## config.mk

```make
export PLATFORM = sky130hd
export DESIGN_NAME = xreg_file3
export DESIGN_NICKNAME = d
export VERILOG_FILES = /design/src/rtl/xreg_file3.sv
export SDC_FILE = /design/constraint.sdc
export NUM_CORES = 1
export LEC_CHECK = 0
export BUFFER_PORTS_ARGS = -buffer_cell sky130_fd_sc_hd__buf_4
export CAP_MARGIN = 10
export CORE_AREA = 3 3 208 210
export DETAILED_ROUTE_END_ITERATION = 6
export DIE_AREA = 0 0 211 213
export PLACE_DENSITY = 0.54
export SLEW_MARGIN = 20
export SYNTH_ARGS = -nofsm -noshare
export SYNTH_HDL_FRONTEND = slang
export SYNTH_SLANG_ARGS = --single-unit
```

## constraint.sdc

```tcl
create_clock -name clk -period 3 [get_ports clk]
set_clock_uncertainty 0.1 [all_clocks]
set_input_delay 0.45 -clock clk [delete_from_list [all_inputs] [get_ports clk]]
set_output_delay 0.45 -clock clk [all_outputs]
set_load 0.01 [all_outputs]
```

## src/rtl/xreg_file3.sv

```systemverilog
module xreg_file3 #(
  parameter int W          = 4,
  parameter int BANK_WORDS = 16,
  parameter int NBANK      = 4,
  localparam int LO_W      = $clog2(BANK_WORDS),
  localparam int HI_W      = $clog2(NBANK),
  localparam int AW        = LO_W + HI_W
) (
  input  logic          clk,
  input  logic          rst_n,
  input  logic          le,
  input  logic          we,
  input  logic [AW-1:0] addr_a,
  input  logic [AW-1:0] addr_b,
  input  logic [AW-1:0] addr_c,
  input  logic [W-1:0]  din,
  output logic [W-1:0]  ya,
  output logic [W-1:0]  yb
);

  logic [AW-1:0]    port_b_addr;
  logic [NBANK-1:0] bank_we;
  logic [W-1:0]     rd_a_bank [NBANK];
  logic [W-1:0]     rd_b_bank [NBANK];
  logic [W-1:0]     rd_a, rd_b;

  assign port_b_addr = le ? addr_b : addr_c;

  for (genvar g = 0; g < NBANK; g++) begin : g_bank
    logic [W-1:0] mem [BANK_WORDS];

    assign bank_we[g]   = we & ~le & (port_b_addr[AW-1:LO_W] == HI_W'(g));
    assign rd_a_bank[g] = mem[addr_a[LO_W-1:0]];
    assign rd_b_bank[g] = mem[port_b_addr[LO_W-1:0]];

    always_ff @(posedge clk or negedge rst_n) begin
      if (!rst_n) begin
        for (int i = 0; i < BANK_WORDS; i++) mem[i] <= '0;
      end else if (bank_we[g]) begin
        mem[port_b_addr[LO_W-1:0]] <= din;
      end
    end
  end

  assign rd_a = rd_a_bank[addr_a[AW-1:LO_W]];
  assign rd_b = rd_b_bank[port_b_addr[AW-1:LO_W]];

  always_ff @(posedge clk or negedge rst_n) begin
    if (!rst_n) begin
      ya <= '0;
      yb <= '0;
    end else if (le) begin
      ya <= rd_a;
      yb <= rd_b;
    end
  end


  hold_outputs_chk: assert property (@(posedge clk) disable iff (!rst_n)
    !le |=> ($stable(ya) && $stable(yb)));


  read_a_chk: assert property (@(posedge clk) disable iff (!rst_n)
    le |=> (ya == $past(rd_a)));


  read_b_chk: assert property (@(posedge clk) disable iff (!rst_n)
    le |=> (yb == $past(rd_b)));


  one_bank_chk: assert property (@(posedge clk) disable iff (!rst_n)
    $onehot0(bank_we));


  no_write_when_latched_chk: assert property (@(posedge clk) disable iff (!rst_n)
    le |-> (bank_we == '0));

endmodule

```

==> results of run 1 <==
synth_stat cells, drive strengths merged:
library cell  count
nor4              1
a41oi            64
a32o              1
and3              1
clkbuf          100
o41ai            15
a21oi             4
and3b             3
o21ai           258
nand2b            1
mux4             84
mux2            260
a22oi             2
or2               2
nor2b             3
o22a              3
nor3             20
o32ai             1
and4              3
nor3b             3
dfrtp           264
and2              3
buf              18
inv               5
nand2            45
nor2             29
nand3             2
worst paths after layout:
kind | slack, ns | endpoint | cells after the start
worst max-delay path | 0.44 | yb[3]$_DFFE_PN0P_ | 9
worst min-delay path | 0.26 | ya[2]$_DFFE_PN0P_ | 3
worst max register to register | 0.49 | ya[3]$_DFFE_PN0P_ | 4
worst min register to register | 0.42 | ya[3]$_DFFE_PN0P_ | 1
max in group asynchronous | 1.66 | g_bank[1].mem[60]$_DFFE_PN0P_ | 3
min in group asynchronous | 0.33 | g_bank[0].mem[6]$_DFFE_PN0P_ | 2
cells by family after synthesis:
kind of cell,share of synthesized area
compound gates,0.142
buf+inv,0.0338
flops,0.455
mux,0.332
simple gates,0.0366
through the flow:
stage                     cell area (sq um)  total power (uW)  setup WS, ns
after floorplan                       14500              4850         0.135
after global placement                15700              5400       -0.0721
after detailed placement              15700              5420       -0.0616
after CTS                             16800              9320         0.510
after global routing                  16800              9590         0.341
final                                 16800              9250         0.439
metal layers:
layer / vias up / routed length (um) / GRT usage
li1: 4643 / - / -
met1: 5714 / 20700 / 0.309
met2: 661 / 21700 / 0.334
met3: 117 / 4540 / 0.0453
met4: 6 / 1890 / 0.0764
met5: - / 48 / 0
registers in the layout, summed over array words and instances (netlist names):
name        cells
ya              4
g_bank.mem    256
yb              4
critical path, cell delays in order:
cell and delay, ns:
buf_4 0.12, and3_2 0.35, buf_4 0.22, o21ai_0 0.32
a41oi_1 0.17, o41ai_1 0.66, buf_4 0.21, and4_1 0.29
a21oi_1 0.09
area by class of cell:
type | count | area [sq um] | share of cell area
Multi-Input combinational cell | 808 | 7450 | 0.444
Sequential cell | 264 | 6610 | 0.394
Timing Repair Buffer | 103 | 983 | 0.0586
Clock buffer | 41 | 841 | 0.0501
Tap cell | 539 | 674 | 0.0402
Clock inverter | 13 | 194 | 0.0116
Inverter | 5 | 18.8 | 0.00112
power groups by stage:
stage	Sequential [uW]	Clock [uW]	Combinational [uW]
after floorplan	4080	0	770
after global placement	4210	0	1190
after detailed placement	4210	0	1210
after CTS	4150	3950	1210
after global routing	4190	4100	1300
final	4160	3870	1220
==> impl_metrics.toml, run 1 <==
[die]
start_util = 0.348
dieWidth_um = 211
core_sq_um = 41800
ios = 34
fp.dieH_um = 213
rows = 75
dieArea_sq_um = 44900

[sta]
hold_viol = 0
max_freq_ghz = 0.390
whs_ns = 0.258
max_slew_margin = 0.270
max_slew.worst_pin.slew_ns = 1.09
finalCritPeriodShare = 0.854
slew_violations = 0
setup_viol = 0
rsz0062_at_grt = "no"
tns_ns = 0
fin_crit_ns = 2.56

[routing]
drt_first_pass_iters = 6
viasPerCell = 6.28
wl_per_cell_um = 27.6
drt_wl_total_um = 48900
drt-initial-drc-count = 1192
ant_nets = 0
post-route-drc-count = 0
dr_total_vias = 11100

[placed_design]
hpwl_um = 32600
gp_congestion = 0.894
placed_cells = 1718
portBuffers = 33

[critical_path]
crit_type = "input pin to register"
rr_startpoint = "g_bank[2].mem[11]$_DFFE_PN0P_"
crit_path_start_kind = "input pin"
cp-end-kind = "register"
critPathMaxFanout = 13
worstSetupStartpoint = "addr_b[0]"
crit_required_ns = 3.34
crit_arrival_ns = 2.90

[finish]
mostFrequentLayoutCells = "264 x dfrtp_1, 260 x mux2_2, 258 x o21ai_0, 85 x buf_4, 84 x mux4_2"
utilization = 0.402
fillers = 3847
diodes = 0
stdcell_count = 1773
layout-drive-gt1-share = 0.412
fin_nets = 1237
layout_commonest_cell = "dfrtp_1"
syn_to_final_growth_pct = 15.6

[power_and_ir_drop]
ir_drop_v = 0.000450
p_comb_frac = 0.132
p_int_uw = 6840
swShare = 0.260
p_per_area_nw_per_um2 = 552
p_sw_uw = 2410
clkPwrFrac = 0.418
pwr-share-seq = 0.450
leakagePower_uw = 0.00699

[clock_network]
post_cts_buffers = 0
post_cts_resized = 0
clk_latency_ns = 0.57
clock_path_buffers = 3
cts_made_buffers = 29
clockRootBuffer = "clkbuf_16"
cts_tree = "built"
h-tree-depth = 1
clock_sinks = 264
hold_buffers = 1
clk_pin_slew_ns = 0.06

[worst_hold_path]
hp-class = "input pin to register"
hold_start = "addr_a[3]"

[run]
max_cap_viol_count = 0

[synthesis]
syn_area_sq_um = 14500
yosysUniqueCellTypes = 29
syn_inst = 1195
yosysWarnings = 0
ys_top_cells_by_area = "dfrtp_1 46%, mux2_2 20%, mux4_2 13%"
yosysSeqAreaShare = 0.455
synth_nets = 1221
synth_top_area_frac = 0.455
synth_top_cell_by_area = "dfrtp_1"
syn_area_per_cell_sq_um = 12.1
synth_seq_cells = 264

[global_routing]
grt_usage = 0.218
antenna_found_initial = 3
gr-total-overflow = 0
grt_pass1_vias = 10900
grt_max_degree = 71
grt_pass1_wl_um = 74000

[run_status]
status = "completed"
Power figures use the tool's default switching activity.
==> run 2, diff against run 1 <==
- CORE_AREA: 3 3 208 210 -> 3 3 175 177
- DIE_AREA: 0 0 211 213 -> 0 0 178 180
- PLACE_DENSITY: 0.54 -> 0.7
==> impl_metrics.toml, run 2 (synthesis gave the netlist of run 1 again) <==
[routing]
viasPerCell = 7.09
drt-initial-drc-count = 1478
top_layer = "met5"
routed-wl-met3_um = 5230
drt_wl_total_um = 46400
drt_first_pass_iters = 5
dr_total_vias = 11400
ant_nets = 0
wl_met2_um = 20500
wl_met1_um = 18200
wl_per_cell_um = 28.8
post-route-drc-count = 0

[sta]
fin_crit_ns = 2.69
hold_viol = 0
slew_violations = 0
rsz0062_at_grt = "no"
setup_viol = 0
postLayoutSetupSlackWorst_ns = 0.311
max_freq_ghz = 0.372
max_slew.worst_pin.slew_ns = 1.14
finalCritPeriodShare = 0.896
max_slew_margin = 0.240
whs_ns = 0.258

[global_routing]
gr-total-overflow = 0
grt_max_degree = 79
grt_pass1_vias = 11300
grt_usage = 0.291
antenna_found_initial = 1
grt_pass1_wl_um = 71800

[power_and_ir_drop]
ir_drop_v = 0.000361
p_per_area_nw_per_um2 = 543
leakagePower_uw = 0.00690

[worst_hold_path]
hold_start = "addr_a[3]"
holdPathStages = 3
hp-class = "input pin to register"
min_delay_worst_endpoint = "ya[2]$_DFFE_PN0P_"

[finish]
syn_to_final_growth_pct = 13.3
regArea_sq_um = 6610
largest_reg_flops = 256
diodes = 0
multi_input_area_sq_um = 7450
top_regs = "g_bank.mem x256, ya x4, yb x4"
layout-drive-gt1-share = 0.406
regMostFlops = "g_bank.mem"
fillers = 2380
stdcell_count = 1613
fin_nets = 1230
mostFrequentLayoutCells = "264 x dfrtp_1, 260 x mux2_2, 258 x o21ai_0, 84 x mux4_2, 80 x buf_4"
layout_commonest_cell = "dfrtp_1"

[clock_network]
cts_tree = "built"
h-tree-depth = 1
clockRootBuffer = "clkbuf_16"
post_cts_buffers = 0
clk_latency_ns = 0.55
post_cts_resized = 0
clock_sinks = 264
cts_made_buffers = 28
clock_path_buffers = 3
clk_pin_slew_ns = 0.07

[die]
rows = 63
ios = 34
fp.dieH_um = 180
dieArea_sq_um = 32000
core_sq_um = 29400
dieWidth_um = 178
start_util = 0.494

[critical_path]
max_stage_delay_ns = 0.80
rr_startpoint = "g_bank[1].mem[0]$_DFFE_PN0P_"
cp-end-kind = "register"
crit_arrival_ns = 3.02
critPathMaxFanout = 14
r2r-end = "ya[0]$_DFFE_PN0P_"
crit_path_start_kind = "input pin"
ff2ff_path_depth = 4
cp_cell_sequence = "buf_4 > buf_4 > o21ai_0 > nand2_1 > nor3_1 > mux2_2"
cp_common_cell = "buf_4"
reg2reg_setup_slack_ns = 0.59
cp_slowest_cell = "nor3_1"
crit_required_ns = 3.33
crit_type = "input pin to register"

[placed_design]
gp_congestion = 0.934
dp_slack_ns = -0.0326
portBuffers = 33
placed_cells = 1563
hpwl_um = 30700

[run]
max_cap_viol_count = 0

[run_status]
status = "completed"
## run 2: worst max path at each step
| stage | end | cells past startpoint | startpoint |
|---|---|---|---|
| floorplan | ya[0]$_DFFE_PN0P_ | 5 | addr_a[1] |
| finish | g_bank[3].mem[40]$_DFFE_PN0P_ | 6 | le |
| global route | g_bank[3].mem[41]$_DFFE_PN0P_ | 6 | le |
| global placement | g_bank[3].mem[24]$_DFFE_PN0P_ | 6 | le |
| detailed placement | g_bank[3].mem[24]$_DFFE_PN0P_ | 6 | le |
| CTS | g_bank[3].mem[40]$_DFFE_PN0P_ | 6 | le |
## run 2: critical path: cells and delay by family
kind,cells,cell delay (ns)
simple gates,2,1.32
compound gates,1,0.48
mux,1,0.41
buf+inv,2,0.34
## run 2: where the power goes
group | internal [uW] | leakage [uW] | total (uW) | switching, uW
logic | 592 | 0.00283 | 1190 | 598
clock network | 2120 | 0.000465 | 3540 | 1420
registers | 3870 | 0.00360 | 4190 | 319
total | 6590 | 0.00690 | 8920 | 2330
## run 2: layout make-up
class / instances / area share
multi-input combinational: 808 / 0.453
sequential: 264 / 0.402
timing repair buffer: 97 / 0.0563
clock buffer: 42 / 0.0520
tap: 390 / 0.0297
clock inverter: 7 / 0.00556
inverter: 5 / 0.00114
## run 2: repair_timing
item	CTS	global route
setup endpoints to repair	0	0
hold buffers	1	0
hold endpoints to repair	75	0
## run 2: metal layers
| layer | track usage | vias to the layer above |
|---|---|---|
| met4 | 0.115 | 2 |
| li1 | - | 4609 |
| met3 | 0.0585 | 160 |
| met2 | 0.427 | 906 |
| met1 | 0.424 | 5753 |
| met5 | 0 | - |
## run 2: per-stage QoR
step	power [uW]	cell area, sq um	utilization	setup TNS (ns)
4_1_cts	8930	16400	0.559	0
6_report	8920	16400	0.559	0
3_3_place_gp	5360	15500	0.526	-0.328
3_5_place_dp	5400	15500	0.526	-0.494
2_1_floorplan	4850	14500	-	0
5_1_grt	9220	16400	0.559	0
==> run 3, diff against run 2 <==
- clock period: 3 -> 2.9 ns (I/O delays scaled with it)
==> impl_metrics.toml, run 3 (synthesis gave the netlist of run 1 again) <==
[power_and_ir_drop]
p_per_area_nw_per_um2 = 553
ir_drop_v = 0.000448
leakagePower_uw = 0.00694

[finish]
fin_nets = 1244
layout_commonest_cell = "dfrtp_1"
mostFrequentLayoutCells = "264 x dfrtp_1, 260 x mux2_2, 258 x o21ai_0, 94 x buf_4, 84 x mux4_2"
layout-drive-gt1-share = 0.410
top_regs = "g_bank.mem x256, ya x4, yb x4"
utilization = 0.560
stdcell_area_sq_um = 16500
regMostFlops = "g_bank.mem"
largest_reg_flops = 256
syn_to_final_growth_pct = 13.5

[die]
ios = 34
dieWidth_um = 178
dieArea_sq_um = 32000
core_sq_um = 29400
start_util = 0.494
rows = 63
fp.dieH_um = 180

[critical_path]
critPathMaxFanout = 3
rr_startpoint = "g_bank[0].mem[26]$_DFFE_PN0P_"
worstSetupStartpoint = "g_bank[0].mem[26]$_DFFE_PN0P_"
r2r-end = "ya[2]$_DFFE_PN0P_"
reg2reg_setup_slack_ns = 0.45
crit_arrival_ns = 2.80
crit_path_start_kind = "register"
crit_type = "register to register"
cp-end-kind = "register"
ff2ff_path_depth = 4
crit_required_ns = 3.24

[global_routing]
antenna_found_initial = 0
grt_usage = 0.293
grt_pass1_vias = 11400
grt_max_degree = 82
gr-total-overflow = 0
grt_pass1_wl_um = 72400

[routing]
post-route-drc-count = 0
drt_first_pass_iters = 7
viasPerCell = 7.14
ant_nets = 0
drt_wl_total_um = 47000
drt-initial-drc-count = 1862
wl_per_cell_um = 28.9
dr_total_vias = 11600

[placed_design]
hpwl_um = 31600
dpl_cell_area_sq_um = 15600
portBuffers = 33
gp_congestion = 0.958

[clock_network]
clk_pin_slew_ns = 0.07
post_cts_buffers = 0
clock_path_buffers = 3
cts_tree = "built"
clk_latency_ns = 0.57
h-tree-depth = 1
hold_buffers = 1
post_cts_resized = 0
cts_made_buffers = 28
clockRootBuffer = "clkbuf_16"
clock_sinks = 264

[sta]
finalCritPeriodShare = 0.845
max_slew.worst_pin.slew_ns = 1.11
hold_viol = 0
max_freq_ghz = 0.408
max_slew_margin = 0.258
slew_violations = 0
fin_crit_ns = 2.45
tns_ns = 0
rsz0062_at_grt = "no"
setup_viol = 0

[worst_hold_path]
hold_start = "addr_a[3]"
hp-class = "input pin to register"
holdPathStages = 3
min_delay_worst_endpoint = "ya[0]$_DFFE_PN0P_"

[run]
max_cap_viol_count = 0

[run_status]
status = "completed"
[run 3: cell count changes in the layout (fill, tap and decap cells not counted)]
cell	previous run	this run
clkinv_2	3	5
diode_2	0	1
clkbuf_8	8	2
clkinvlp_4	1	0
clkinv_4	1	0
clkbuf_1	5	6
buf_4	80	94
inv_6	0	2
[run 3: through the flow]
| stage | setup WS, ns | hold slack [ns] | instances | total power (uW) |
|---|---|---|---|---|
| finish | 0.450 | 0.241 | 1625 | 9120 |
| global route | 0.457 | 0.227 | 1624 | 9400 |
| CTS | 0.493 | 0.214 | 1624 | 9100 |
| detailed placement | 0.0174 | 0.329 | 1577 | 5600 |
| global placement | 0.0436 | 0.326 | 1577 | 5560 |
| floorplan | 0.0495 | 0.0394 | 1195 | 5010 |
[run 3: where the power goes]
part           total (uW)  internal [uW]  switching, uW
Combinational        1250            620            629
Clock                3540           2040           1500
Sequential           4330           4010            322
Total                9120           6670           2450
[run 3: area by class of cell]
cell class              count  area, sq um
repair buffers            111         1030
clock buffers              37          776
diodes                      1         2.50
multi-input cells         808         7450
well taps                 390          488
inverters                   5         18.8
fillers                  2389        12900
flip-flops and latches    264         6610
clock inverters             9          103
[run 3: how the worst max path moves through the flow]
stage | to | depth (start not counted)
finish | ya[2]$_DFFE_PN0P_ | 4
detailed placement | ya[3]$_DFFE_PN0P_ | 6
CTS | ya[2]$_DFFE_PN0P_ | 4
global placement | ya[0]$_DFFE_PN0P_ | 6
global route | ya[2]$_DFFE_PN0P_ | 4
floorplan | ya[0]$_DFFE_PN0P_ | 5
[run 3: metal layers]
layer,wire length [um],vias up,track usage
li1,-,4642,-
met1,18100,5854,0.419
met2,21100,921,0.440
met3,5560,185,0.0564
met4,2150,0,0.117
met5,0,-,0
[run 3: critical path: stages (launching register included)]
cell and delay [ns]:
dfrtp_1 0.43, mux4_2 0.52, mux4_2 0.53, mux4_2 0.47, mux2_2 0.27
